File: config.mk
export PLATFORM = sky130hd
export DESIGN_NAME = ext_irq_detect
export DESIGN_NICKNAME = d
export VERILOG_FILES = /design/src/rtl/extirq_pkg.sv /design/src/rtl/extirq_ctrl.sv /design/src/rtl/extirq_datapath.sv /design/src/rtl/ext_irq_detect.sv
export SDC_FILE = /design/constraint.sdc
export NUM_CORES = 1
export LEC_CHECK = 0
export BUFFER_PORTS_ARGS = -buffer_cell sky130_fd_sc_hd__buf_2
export CORE_ASPECT_RATIO = 1.5
export CORE_MARGIN = 5
export CORE_UTILIZATION = 25
export DETAILED_ROUTE_END_ITERATION = 16
export GPL_ROUTABILITY_DRIVEN = 0
export MAX_ROUTING_LAYER = met4
export PLACE_DENSITY = 0.47
export SYNTH_ARGS = -nofsm -noshare
export SYNTH_HDL_FRONTEND = slang
export SYNTH_SLANG_ARGS = --single-unit
export TNS_END_PERCENT = 20
File: constraint.sdc
create_clock -name clk -period 1.65 [get_ports clk]
set_input_delay 0.0825 -clock clk [delete_from_list [all_inputs] [get_ports clk]]
set_output_delay 0.0825 -clock clk [all_outputs]
set_load 0.01 [all_outputs]
File: src/rtl/extirq_pkg.sv
package extirq_pkg;
  localparam int NUM_LINES   = 2;
  localparam int ADDR_W      = 8;
  localparam int DATA_W      = 8;
  localparam int SYNC_STAGES = 2;

  localparam logic [ADDR_W-1:0] OPT_ADDR = 8'h35;
  localparam logic [ADDR_W-1:0] ENA_ADDR = 8'h16;

  // line i mode bit sits at OPT_MODE_TOP - i, enable bit at ENA_LINE_TOP - i
  localparam int OPT_MODE_TOP = 4;
  localparam int ENA_LINE_TOP = 6;
  localparam logic [DATA_W-1:0] OPT_TMR_MASK = 8'h60;
  localparam logic [DATA_W-1:0] ENA_TMR_MASK = 8'h80;

  function automatic logic [DATA_W-1:0] lineMask(input int top);
    logic [DATA_W-1:0] m;
    m = '0;
    for (int i = 0; i < NUM_LINES; i++) m[top-i] = 1'b1;
    return m;
  endfunction

  localparam logic [DATA_W-1:0] OPT_WR_MASK = OPT_TMR_MASK | lineMask(OPT_MODE_TOP);
  localparam logic [DATA_W-1:0] ENA_WR_MASK = ENA_TMR_MASK | lineMask(ENA_LINE_TOP);

  typedef struct packed {
    logic optWr;
    logic enaWr;
    logic optSel;
    logic enaSel;
  } regStrobe_t;
endpackage

File: src/rtl/extirq_ctrl.sv
module extirq_ctrl
  import extirq_pkg::*;
(
  input  logic [ADDR_W-1:0] busAddr,
  input  logic              busWr,
  output regStrobe_t        strb
);
  logic hitOpt;
  logic hitEna;

  assign hitOpt = (busAddr == OPT_ADDR);
  assign hitEna = (busAddr == ENA_ADDR);

  always_comb begin
    strb.optSel = hitOpt;
    strb.enaSel = hitEna;
    strb.optWr  = hitOpt & busWr;
    strb.enaWr  = hitEna & busWr;
  end
endmodule

File: src/rtl/extirq_datapath.sv
module extirq_datapath
  import extirq_pkg::*;
(
  input  logic                 clk,
  input  logic                 rstN,
  input  logic [NUM_LINES-1:0] extPinN,
  input  logic [NUM_LINES-1:0] ackLine,
  input  logic                 cpuMask,
  input  logic [DATA_W-1:0]    wrData,
  input  regStrobe_t           strb,
  output logic [DATA_W-1:0]    rdData,
  output logic                 cpuIrq
);
  logic [DATA_W-1:0]    optReg;
  logic [DATA_W-1:0]    enaReg;
  logic [NUM_LINES-1:0] syncOut;
  logic [NUM_LINES-1:0] prevQ;
  logic [NUM_LINES-1:0] fallEv;
  logic [NUM_LINES-1:0] pending;
  logic [NUM_LINES-1:0] edgeOnly;
  logic [NUM_LINES-1:0] lineEn;
  logic [NUM_LINES-1:0] lineReq;

  always_ff @(posedge clk or negedge rstN) begin
    if (!rstN) begin
      optReg <= '0;
      enaReg <= '0;
    end else begin
      if (strb.optWr) optReg <= wrData & OPT_WR_MASK;
      if (strb.enaWr) enaReg <= wrData & ENA_WR_MASK;
    end
  end

  always_comb begin
    rdData = '0;
    if (strb.optSel)      rdData = optReg;
    else if (strb.enaSel) rdData = enaReg;
  end

  for (genvar i = 0; i < NUM_LINES; i++) begin : gLine
    logic [SYNC_STAGES-1:0] syncQ;

    always_ff @(posedge clk or negedge rstN) begin
      if (!rstN) begin
        syncQ    <= '1;
        prevQ[i] <= 1'b1;
      end else begin
        syncQ    <= {syncQ[SYNC_STAGES-2:0], extPinN[i]};
        prevQ[i] <= syncQ[SYNC_STAGES-1];
      end
    end

    assign syncOut[i]  = syncQ[SYNC_STAGES-1];
    assign fallEv[i]   = prevQ[i] & ~syncOut[i];
    assign edgeOnly[i] = optReg[OPT_MODE_TOP-i];
    assign lineEn[i]   = enaReg[ENA_LINE_TOP-i];

    always_ff @(posedge clk or negedge rstN) begin
      if (!rstN)          pending[i] <= 1'b0;
      else if (fallEv[i]) pending[i] <= 1'b1;
      else if (ackLine[i]) pending[i] <= 1'b0;
    end

    assign lineReq[i] = lineEn[i] & (pending[i] | (~edgeOnly[i] & ~syncOut[i]));

    AST_EDGE_CAPTURED: assert property (@(posedge clk) disable iff (!rstN)
      fallEv[i] |=> pending[i]);
    AST_PEND_NEEDS_EDGE: assert property (@(posedge clk) disable iff (!rstN)
      $rose(pending[i]) |-> $past(fallEv[i]));
    AST_ACK_CLEARS: assert property (@(posedge clk) disable iff (!rstN)
      (ackLine[i] && !fallEv[i]) |=> !pending[i]);
    AST_EDGE_BEATS_ACK: assert property (@(posedge clk) disable iff (!rstN)
      (ackLine[i] && fallEv[i]) |=> pending[i]);
    AST_LEVEL_REQUESTS: assert property (@(posedge clk) disable iff (!rstN)
      (!edgeOnly[i] && lineEn[i] && !syncOut[i] && !cpuMask) |-> cpuIrq);
  end

  assign cpuIrq = (|lineReq) & ~cpuMask;
endmodule

File: src/rtl/ext_irq_detect.sv
module ext_irq_detect
  import extirq_pkg::*;
(
  input  logic                 clk,
  input  logic                 rstN,
  input  logic [NUM_LINES-1:0] extPinN,
  input  logic [NUM_LINES-1:0] ackLine,
  input  logic                 cpuMask,
  input  logic [ADDR_W-1:0]    busAddr,
  input  logic                 busWr,
  input  logic [DATA_W-1:0]    busWrData,
  output logic [DATA_W-1:0]    busRdData,
  output logic                 cpuIrq
);
  regStrobe_t strb;

  extirq_ctrl ctrl_i (
    .busAddr (busAddr),
    .busWr   (busWr),
    .strb    (strb)
  );

  extirq_datapath dp_i (
    .clk     (clk),
    .rstN    (rstN),
    .extPinN (extPinN),
    .ackLine (ackLine),
    .cpuMask (cpuMask),
    .wrData  (busWrData),
    .strb    (strb),
    .rdData  (busRdData),
    .cpuIrq  (cpuIrq)
  );

  AST_MASK_SILENCES: assert property (@(posedge clk) disable iff (!rstN)
    cpuMask |-> !cpuIrq);
  AST_UNUSED_READ_ZERO: assert property (@(posedge clk) disable iff (!rstN)
    (busAddr != OPT_ADDR && busAddr != ENA_ADDR) |-> (busRdData == '0));
endmodule

==> run_results.csv, run 1 <==
group,metric,value,unit
status,outcome,"finished, final reports clean",
clock_network,postCtsResizedCells,0,
sta,report.final.slew_viol_count,0,
hold_path,hold_path_class,"primary input to flop",
floorplanning,floorplan.die.width,51.33,um
detailed_routing,drt-wirelength-per-cell,11.91,um
logic_synthesis,list_of_most_frequent_post_synthesis_cells,"sky130_fd_sc_hd__dfrtp_1 (9), sky130_fd_sc_hd__mux2_2 (7), sky130_fd_sc_hd__dfstp_2 (6), sky130_fd_sc_hd__inv_1 (4)",
logic_synthesis,post_synth.cell_area_avg,13.07,um2
logic_synthesis,yosys_most_used_dff,"sky130_fd_sc_hd__dfrtp_1",
clock_network,htree_num_levels,1,
critical_path,worst-path-max-fanout,3,
logic_synthesis,synthMostInstantiatedCell,"sky130_fd_sc_hd__dfrtp_1",
floorplanning,fp-row-count,22,
clock_network,cts_tree,"built",
floorplanning,initial_core_util,0.2615,
logic_synthesis,synth_top_cells_by_area,"sky130_fd_sc_hd__dfrtp_1 (35%), sky130_fd_sc_hd__dfstp_2 (25%), sky130_fd_sc_hd__mux2_2 (12%), sky130_fd_sc_hd__nor4b_4 (3.7%), sky130_fd_sc_hd__buf_4 (3.5%)",
cells_and_area,area_growth,34.57,%
placed_design,dp_wirelength,1029,um
logic_synthesis,synthDominantCellAreaShare,0.3516,
logic_synthesis,synth_async_sr_flop_share,1.000,
logic_synthesis,synthAdderAreaFrac,0,
critical_path,cell_count_of_the_worst_reg_to_reg_path,1,
grt,grt_util_all_layers,0.08533,
logic_synthesis,synth_top_family_by_area,"simple AND/OR/NAND/NOR gates",
floorplanning,io-pin-count,33,
critical_path,crit_required,1570,ps
logic_synthesis,ys_seq_elements,15,
detailed_routing,via_count,477,
hold_path,whs_endpoint,"dp_i.optReg[3]",
logic_synthesis,synth.largest_area_cell,"sky130_fd_sc_hd__dfrtp_1",
cells_and_area,nets,108,
logic_synthesis,synth.yosys.seq_area_share,0.5977,
detailed_routing,detailedRoute.firstPassIterationCount,4,
grt,number_of_global_route_vias_before_repair,528,
sta,timing.clock.skew,0.1313,ps
logic_synthesis,synth_simple_gate_area_share,0.1484,
power,max-vdd-ir-drop,0.4651,mV
critical_path,start_kind,"flop",
clock_network,ctsRootBufferMaster,"sky130_fd_sc_hd__clkbuf_4",
clock_network,clk_transition_reported_paths,80,ps
sta,report.final.hold_viol_count,0,
logic_synthesis,netlist_instances,49,
floorplanning,placeableCoreArea,0.002450,mm2
logic_synthesis,synth_compound_gate_area_share,0.06641,
grt,globalRoute.totalOverflow,0,
logic_synthesis,post_synth_xor_area_fraction,0,
cells_and_area,final_layout_size_suffix_gt1_frac,0.5301,
clock_network,clk-insertion-delay-late,270,ps
clock_network,cts_buffers,3,
sta,period_share,0.8128,
sta,setup_violations,0,
logic_synthesis,yosys-mux-area-fraction,0.1230,
critical_path,slowest_stage,"sky130_fd_sc_hd__dfstp_2",
cells_and_area,layout.cell_area.non_filler,862.1,um2
critical_path,r2r_setup_slack,870,ps
power,power.density,779.0,mW/mm2
critical_path,critical_path_class,"flop to primary output",
placed_design,dp_area,785.8,um2
logic_synthesis,post_synth_num_cell_types,17,
logic_synthesis,synth_edf_count,0,
logic_synthesis,syn-cell-area,640.6,um2
hold_path,worstHoldStart,"busWrData[3]",
grt,antenna_violations_before_repair,0,
power,p_total,671.6,uW
floorplanning,dieArea,0.003696,mm2
sta,fin_crit,1341,ps
floorplanning,chipHeight,72.00,um
critical_path,critical_path_arrival,1260,ps
detailed_routing,initialDrtViolationCount,11,
critical_path,crit_path_cells,"nor2_1, o21ai_0, a21oi_1, buf_2",
sta,totalNegativeSetupSlack,0,ps
cells_and_area,insertedDiodeCount,0,
critical_path,worst_path_largest_cell_delay,550,ps
critical_path,regToRegStartpoint,"dp_i.optReg[3]",
detailed_routing,totalWireLength,1274,um
logic_synthesis,synth.yosys.warnings,0,
detailed_routing,detail_route.drc_violations,0,
critical_path,endpoint_kind,"primary output",
detailed_routing,route.antenna.remaining_nets,0,
sta,setup_repair_after_global_routing_missed_its_margin,"no",
clock_network,cts_num_sinks,15,
run,timing.max_cap.violations,0,
grt,grt_first_pass_wirelength,2380,um
detailed_routing,vias_per_cell,4.458,
grt,grt_start_max_net_pins,16,
clock_network,cts-root-to-sink-buffers,2,
hold_path,hold_path_cell_cnt,2,
critical_path,reg2reg_to,"dp_i.optReg[3]",
power,cellLeakagePower,0.0004495,uW
sta,fmax,745.7,MHz
placed_design,io_buffer_count,26,
[how the worst max path moves through the flow]
stage | endpoint | from | slack [ps]
global placement | dp_i.optReg[5] | busAddr[7] | 360
CTS | cpuIrq | dp_i.gLine[0].syncQ[1] | 260
floorplan | dp_i.optReg[3] | busAddr[7] | 610
detailed placement | dp_i.optReg[5] | busAddr[7] | 350
global route | cpuIrq | dp_i.gLine[0].syncQ[1] | 220
finish | cpuIrq | dp_i.gLine[0].syncQ[1] | 310
[sequential cells by signal (all words and copies together), names as in the netlist]
name              flops
dp_i.optReg           4
dp_i.enaReg           3
dp_i.gLine.syncQ      4
dp_i.pending          2
dp_i.prevQ            2
[through the flow]
step	worst slack, ps	std cells	hold WS (ps)	utilization
after global routing	222.5	107	36.39	0.3519
after CTS	261.6	107	35.50	0.3519
after detailed placement	352.4	98	0.6494	0.3207
after floorplan	614.4	51	-213.1	-
after global placement	357.0	98	-2.130	0.3207
final	308.9	107	39.39	0.3519
[placed cells by master, fill, tap and decap left out, drive strengths merged]
| master | count |
|---|---|
| buf | 26 |
| dfrtp | 9 |
| mux2 | 7 |
| dfstp | 6 |
| dlygate4sd3 | 5 |
| inv | 4 |
| clkbuf | 4 |
| and3 | 3 |
| conb | 3 |
| a22oi | 2 |
| nor2b | 2 |
| nor2 | 2 |
| o21ai | 2 |
| nand3 | 2 |
| o22ai | 2 |
| and4b | 1 |
| and4bb | 1 |
| nor4b | 1 |
| a21oi | 1 |
[per-layer routing]
metal	GRT usage	share of wire
met1	0.1104	0.46
met2	0.1263	0.43
met3	0.01643	0.10
met4	0.04373	0.0063
met5	-	0
[final cells by class]
class	count	area, um2
repair buffers	31	180.2
fillers	248	1588
multi-input cells	29	227.7
inverters	4	15.01
clock buffers	4	26.28
well taps	24	30.03
flip-flops and latches	15	382.9
[logic make-up (layout without fill, tap and decap cells)]
| kind of cell | Yosys count | count (layout) |
|---|---|---|
| other | 1 | 3 |
| AOI/OAI and AO/OA | 7 | 7 |
| muxes | 7 | 7 |
| and+or+nand+nor | 12 | 12 |
| buffers and inverters | 7 | 39 |
| DFF | 15 | 15 |
[worst max-delay path, delay by kind of cell, from the launching register on]
family                 cells  cell delay, ps
flip-flops                 1             550
AO/OA/AOI/OAI              2             260
buffers and inverters      1             150
AND/OR/NAND/NOR            1              40
[power by group]
| group | total [uW] | switching [uW] | internal (uW) |
|---|---|---|---|
| sequential | 404 | 10.3 | 393 |
| combinational | 69.6 | 30.0 | 39.6 |
| clock | 198 | 105 | 93.5 |
| total | 672 | 145 | 526 |
[what timing repair did]
item	CTS	global route
hold buffers	5	0
buffers inserted	0	0
endpoints found under the setup margin	0	0
hold endpoints to repair	19	0
Power figures use the tool's default switching activity.
==> run 2: changes to the inputs <==
Clock period 1.65 ns to 1.3 ns, I/O delays scaled along.
==> run_results.csv, run 2 (same netlist as run 1, synthesis figures left out) <==
group,metric,value,unit
hold_path,hold_path_cell_cnt,2,
sta,fin_crit,1268,ps
grt,grt_first_pass_wirelength,2173,um
critical_path,cell_count_of_the_worst_reg_to_reg_path,2,
floorplanning,fp-row-count,22,
floorplanning,dieArea,0.003696,mm2
clock_network,cts_buffers,3,
cells_and_area,insertedDiodeCount,0,
critical_path,worst_path_largest_cell_delay,550,ps
sta,period_share,0.9751,
sta,timing.clock.skew,0.2142,ps
placed_design,post-place-cells,100,
sta,setup_violations,0,
cells_and_area,filler_cell_count,250,
hold_path,whs_endpoint,"dp_i.optReg[4]",
detailed_routing,initialDrtViolationCount,2,
sta,report.final.slew_viol_count,0,
detailed_routing,vias_per_cell,4.369,
critical_path,endpoint_kind,"primary output",
critical_path,crit_path_cells,"nor2_2, o21ai_1, a21oi_1, buf_2",
cells_and_area,area_of_the_multi_input_gates,230.2,um2
floorplanning,placeableCoreArea,0.002450,mm2
detailed_routing,detail_route.drc_violations,0,
sta,setup_repair_after_global_routing_missed_its_margin,"yes",
critical_path,r2r_setup_slack,480,ps
detailed_routing,detailedRoute.firstPassIterationCount,2,
critical_path,crit_required,1240,ps
power,max-vdd-ir-drop,0.7034,mV
placed_design,io_buffer_count,26,
detailed_routing,drt-wirelength-per-cell,12.05,um
grt,grt_start_max_net_pins,16,
grt,grt_util_all_layers,0.07793,
grt,globalRoute.totalOverflow,0,
cells_and_area,final_layout_size_suffix_gt1_frac,0.5632,
critical_path,slowest_stage,"sky130_fd_sc_hd__dfstp_2",
clock_network,htree_num_levels,1,
grt,number_of_global_route_vias_before_repair,525,
cells_and_area,most-common-layout-cells,"sky130_fd_sc_hd__buf_2 (26), sky130_fd_sc_hd__dfrtp_1 (9), sky130_fd_sc_hd__mux2_2 (7)",
floorplanning,chipHeight,72.00,um
clock_network,clk-insertion-delay-late,270,ps
cells_and_area,most_frequent_standard_cell_in_the_layout_excluding_fill_and_tap_cells,"sky130_fd_sc_hd__buf_2",
placed_design,pre_cts_slack,64.96,ps
critical_path,start_kind,"flop",
clock_network,cts_num_sinks,15,
hold_path,hold_path_class,"primary input to flop",
run,timing.max_cap.violations,0,
sta,report.final.hold_viol_count,0,
detailed_routing,via_count,485,
sta,timing.final.ws_setup,32.31,ps
grt,antenna_violations_before_repair,0,
floorplanning,initial_core_util,0.2615,
cells_and_area,reg_top3,"dp_i.gLine.syncQ x4, dp_i.optReg x4, dp_i.enaReg x3",
floorplanning,io-pin-count,33,
power,p_total,863.3,uW
cells_and_area,layoutNonFillerInstCount,111,
detailed_routing,totalWireLength,1337,um
power,cellLeakagePower,0.0004700,uW
clock_network,clk_transition_reported_paths,80,ps
clock_network,cts_tree,"built",
cells_and_area,nets,112,
cells_and_area,register_area,382.9,um2
critical_path,regToRegStartpoint,"dp_i.gLine[1].syncQ[1]",
critical_path,critical_path_arrival,1200,ps
hold_path,worstHoldStart,"busWrData[4]",
sta,fmax,788.8,MHz
power,power.density,965.0,mW/mm2
clock_network,cts-root-to-sink-buffers,2,
critical_path,critical_path_class,"flop to primary output",
detailed_routing,route.antenna.remaining_nets,0,
placed_design,dp_wirelength,1048,um
cells_and_area,area_growth,39.65,%
critical_path,worst-path-max-fanout,3,
critical_path,reg2reg_to,"dp_i.pending[1]",
clock_network,ctsRootBufferMaster,"sky130_fd_sc_hd__clkbuf_4",
floorplanning,floorplan.die.width,51.33,um
status,outcome,"finished, final reports clean",
## run 2: cell count changes in the layout (fill, tap and decap cells not counted)
cell	change
sky130_fd_sc_hd__buf_4	+4
sky130_fd_sc_hd__nor2_1	-1
sky130_fd_sc_hd__nor2_2	+1
sky130_fd_sc_hd__o21ai_0	-2
sky130_fd_sc_hd__o21ai_1	+2
## run 2: worst max path at each step
stage | startpoint | endpoint | depth (start not counted)
floorplan | busAddr[7] | dp_i.optReg[3] | 3
global placement | busAddr[7] | dp_i.optReg[5] | 4
detailed placement | busAddr[7] | dp_i.optReg[5] | 4
CTS | dp_i.gLine[0].syncQ[1] | cpuIrq | 4
global route | dp_i.gLine[0].syncQ[1] | cpuIrq | 4
finish | dp_i.gLine[0].syncQ[1] | cpuIrq | 4
## run 2: area by class of cell
type / instances / area share
flip-flops and latches: 15 / 0.4280
multi-input cells: 29 / 0.2573
repair buffers: 35 / 0.2350
well taps: 24 / 0.03357
clock buffers: 4 / 0.02937
inverters: 4 / 0.01678
## run 2: where the power goes
part           switching, uW  internal [uW]  total [uW]
sequential              13.0            499         512
clock                    135            119         254
combinational           40.9           56.4        97.3
## run 2: layer usage
layer / share of wire / wire [um] / track usage / vias up
met1: 0.44 / 591 / 0.09740 / 215
met3: 0.12 / 159 / 0.02053 / 2
met5: 0 / 0 / - / -
met2: 0.43 / 577 / 0.1133 / 25
met4: 0.0060 / 8 / 0.04373 / 0
li1: - / - / - / 243
## run 2: timing repair
| action | in CTS | in global routing |
|---|---|---|
| endpoints found under the setup margin | 1 | 1 |
| endpoints found under the hold margin | 19 | 0 |
| pin swaps | 0 | 0 |
| buffers inserted | 1 | 1 |
| resized for setup | 1 | 2 |
| hold buffers | 5 | 0 |
## run 2: worst max-delay path: cells and delay by family (launching register included)
kind | cells | cell delay, ps
simple gates | 1 | 30
flops | 1 | 550
compound gates | 2 | 210
buf+inv | 1 | 140
## run 2: through the flow
stage | setup TNS, ps | area [um2] | utilization | hold WS [ps]
finish | 0 | 894.6 | 0.3652 | 24.44
global route | -33.99 | 894.6 | 0.3652 | 24.41
CTS | 0 | 884.6 | 0.3611 | 19.63
detailed placement | 0 | 800.8 | 0.3269 | -15.89
global placement | 0 | 800.8 | 0.3269 | -20.52
floorplan | 0 | 648.1 | - | -230.6
==> run 3: changes to the inputs <==
Settings changed: CORE_ASPECT_RATIO 1.5 to default, CORE_UTILIZATION 25 to 42, PLACE_DENSITY 0.47 to 0.73.
==> run_results.csv, run 3 (same netlist as run 1, synthesis figures left out) <==
group,metric,value,unit
run,timing.max_cap.violations,0,
clock_network,cts-root-to-sink-buffers,2,
sta,setup_violations,1,
power,pwr-share-clk,0.303,
grt,grt_util_all_layers,0.1154,
power,max-vdd-ir-drop,0.6412,mV
critical_path,endpoint_kind,"primary output",
critical_path,worst-path-buf-inv,1,
critical_path,critical_path_arrival,1240,ps
sta,timing.clock.skew,5.593,ps
detailed_routing,detailedRoute.firstPassIterationCount,4,
clock_network,ctsRootBufferMaster,"sky130_fd_sc_hd__clkbuf_4",
grt,number_of_global_route_vias_before_repair,502,
floorplanning,floorplan.die.width,49.06,um
hold_path,hold_path_class,"primary input to flop",
critical_path,crit_required,1240,ps
floorplanning,io-pin-count,33,
critical_path,critical-path-top-delay-family,"flip-flops",
power,seq_power_share,0.590,
clock_network,clk_transition_reported_paths,90,ps
sta,hold-worst-slack,11.19,ps
power,p_total,867.7,uW
detailed_routing,vias_per_cell,4.824,
cells_and_area,reg_top3,"dp_i.gLine.syncQ x4, dp_i.optReg x4, dp_i.enaReg x3",
detailed_routing,via_count,492,
clock_network,cts_tree,"built",
cells_and_area,most_frequent_standard_cell_in_the_layout_excluding_fill_and_tap_cells,"sky130_fd_sc_hd__buf_2",
power,p_comb_frac,0.107,
clock_network,cts_buffers,3,
detailed_routing,totalWireLength,1223,um
sta,timing.final.ws_setup,-4.488,ps
clock_network,cts_num_sinks,15,
power,cellLeakagePower,0.0004677,uW
sta,report.final.slew_viol_count,0,
floorplanning,initial_core_util,0.4354,
cells_and_area,final_layout_size_suffix_gt1_frac,0.5581,
status,violations_in_the_final_reports,"negative setup slack",
status,outcome,"finished, violations left",
critical_path,slowest_stage,"sky130_fd_sc_hd__dfstp_2",
sta,fmax,766.6,MHz
power,internal-power,667.6,uW
critical_path,critical_path_class,"flop to primary output",
grt,antenna_violations_before_repair,0,
critical_path,start_kind,"flop",
cells_and_area,area_growth,36.72,%
critical_path,crit_path_cells,"nor2_1, o21ai_1, a21oi_1, buf_2",
cells_and_area,filler_cell_count,128,
detailed_routing,detail_route.drc_violations,0,
sta,setup_repair_after_global_routing_missed_its_margin,"yes",
critical_path,r2r_setup_slack,490,ps
grt,grt_first_pass_wirelength,2070,um
cells_and_area,nets,111,
critical_path,worst-path-max-fanout,2,
detailed_routing,drt-wirelength-per-cell,11.99,um
sta,report.final.hold_viol_count,0,
power,p_sw_frac,0.2306,
critical_path,worst_path_largest_cell_delay,540,ps
sta,period_share,1.003,
placed_design,io_buffer_count,26,
power,net-switching-power,200.1,uW
detailed_routing,route.antenna.remaining_nets,0,
grt,globalRoute.totalOverflow,0,
cells_and_area,most-common-layout-cells,"sky130_fd_sc_hd__buf_2 (26), sky130_fd_sc_hd__dfrtp_1 (9), sky130_fd_sc_hd__mux2_2 (7)",
clock_network,clk-insertion-delay-late,290,ps
cells_and_area,insertedDiodeCount,0,
floorplanning,dieArea,0.002406,mm2
placed_design,pre_cts_slack,70.62,ps
floorplanning,placeableCoreArea,0.001471,mm2
floorplanning,fp-row-count,14,
clock_network,htree_num_levels,1,
grt,grt_start_max_net_pins,16,
floorplanning,chipHeight,49.06,um
detailed_routing,initialDrtViolationCount,7,
power,power.density,990.8,mW/mm2
sta,fin_crit,1304,ps
## run 3: cell count changes in the layout (fill, tap and decap cells not counted)
cell                       change
sky130_fd_sc_hd__clkbuf_1      -1
sky130_fd_sc_hd__buf_4         -1
sky130_fd_sc_hd__nor2_1        +1
sky130_fd_sc_hd__nor2_2        -1
sky130_fd_sc_hd__clkinv_2      +1
## run 3: worst paths after layout
kind                                        startpoint                      to  cells after the start
worst max-delay path            dp_i.gLine[1].syncQ[1]                  cpuIrq                      4
worst min-delay path                      busWrData[3]          dp_i.optReg[3]                      2
worst max register to register  dp_i.gLine[1].syncQ[1]         dp_i.pending[1]                      2
worst min register to register  dp_i.gLine[1].syncQ[0]  dp_i.gLine[1].syncQ[1]                      0
max in group asynchronous                         rstN  dp_i.gLine[1].syncQ[0]                      2
min in group asynchronous                         rstN          dp_i.optReg[3]                      2
## run 3: cell type report
cell class	instances	area, um2	area share
multi-input cells	29	227.7	0.2600
inverters	4	15.01	0.01714
well taps	16	20.02	0.02286
clock buffers	3	22.52	0.02571
flip-flops and latches	15	382.9	0.4371
clock inverters	1	5.005	0.005714
repair buffers	34	202.7	0.2314
## run 3: worst register-to-register path: cells and delay by family (launching register included)
kind | cells | cell delay, ps
buf+inv | 1 | 100
compound gates | 1 | 60
flops | 1 | 540
## run 3: power by group through the flow
stage	registers, uW	logic (uW)	clock network (uW)
floorplan	517	37.8	0
global placement	520	77.9	0
detailed placement	521	79.8	0
CTS	512	94.3	272
global route	516	107	289
finish	512	93.0	263
## run 3: stage by stage
step / instances / utilization / area (um2) / setup TNS [ps]
6_report: 102 / 0.5952 / 875.8 / -4.488
5_1_grt: 102 / 0.5952 / 875.8 / -75.90
4_1_cts: 102 / 0.5952 / 875.8 / -23.07
3_5_place_dp: 92 / 0.5374 / 790.8 / 0
3_3_place_gp: 92 / 0.5374 / 790.8 / 0
2_1_floorplan: 51 / - / 648.1 / 0
## run 3: metal layers
layer | share of wire | GRT usage
met5 | 0 | -
met4 | 0.033 | 0.09865
met1 | 0.41 | 0.1262
met2 | 0.48 | 0.1652
met3 | 0.078 | 0.03976
## run 3: repair_timing
item                                   CTS  global route
gates resized for setup                  2             0
setup endpoints to repair                1             1
hold buffers                             5             0
setup buffers                            1             0
pin swaps                                1             2
cloned                                   0             0
endpoints found under the hold margin   19             0
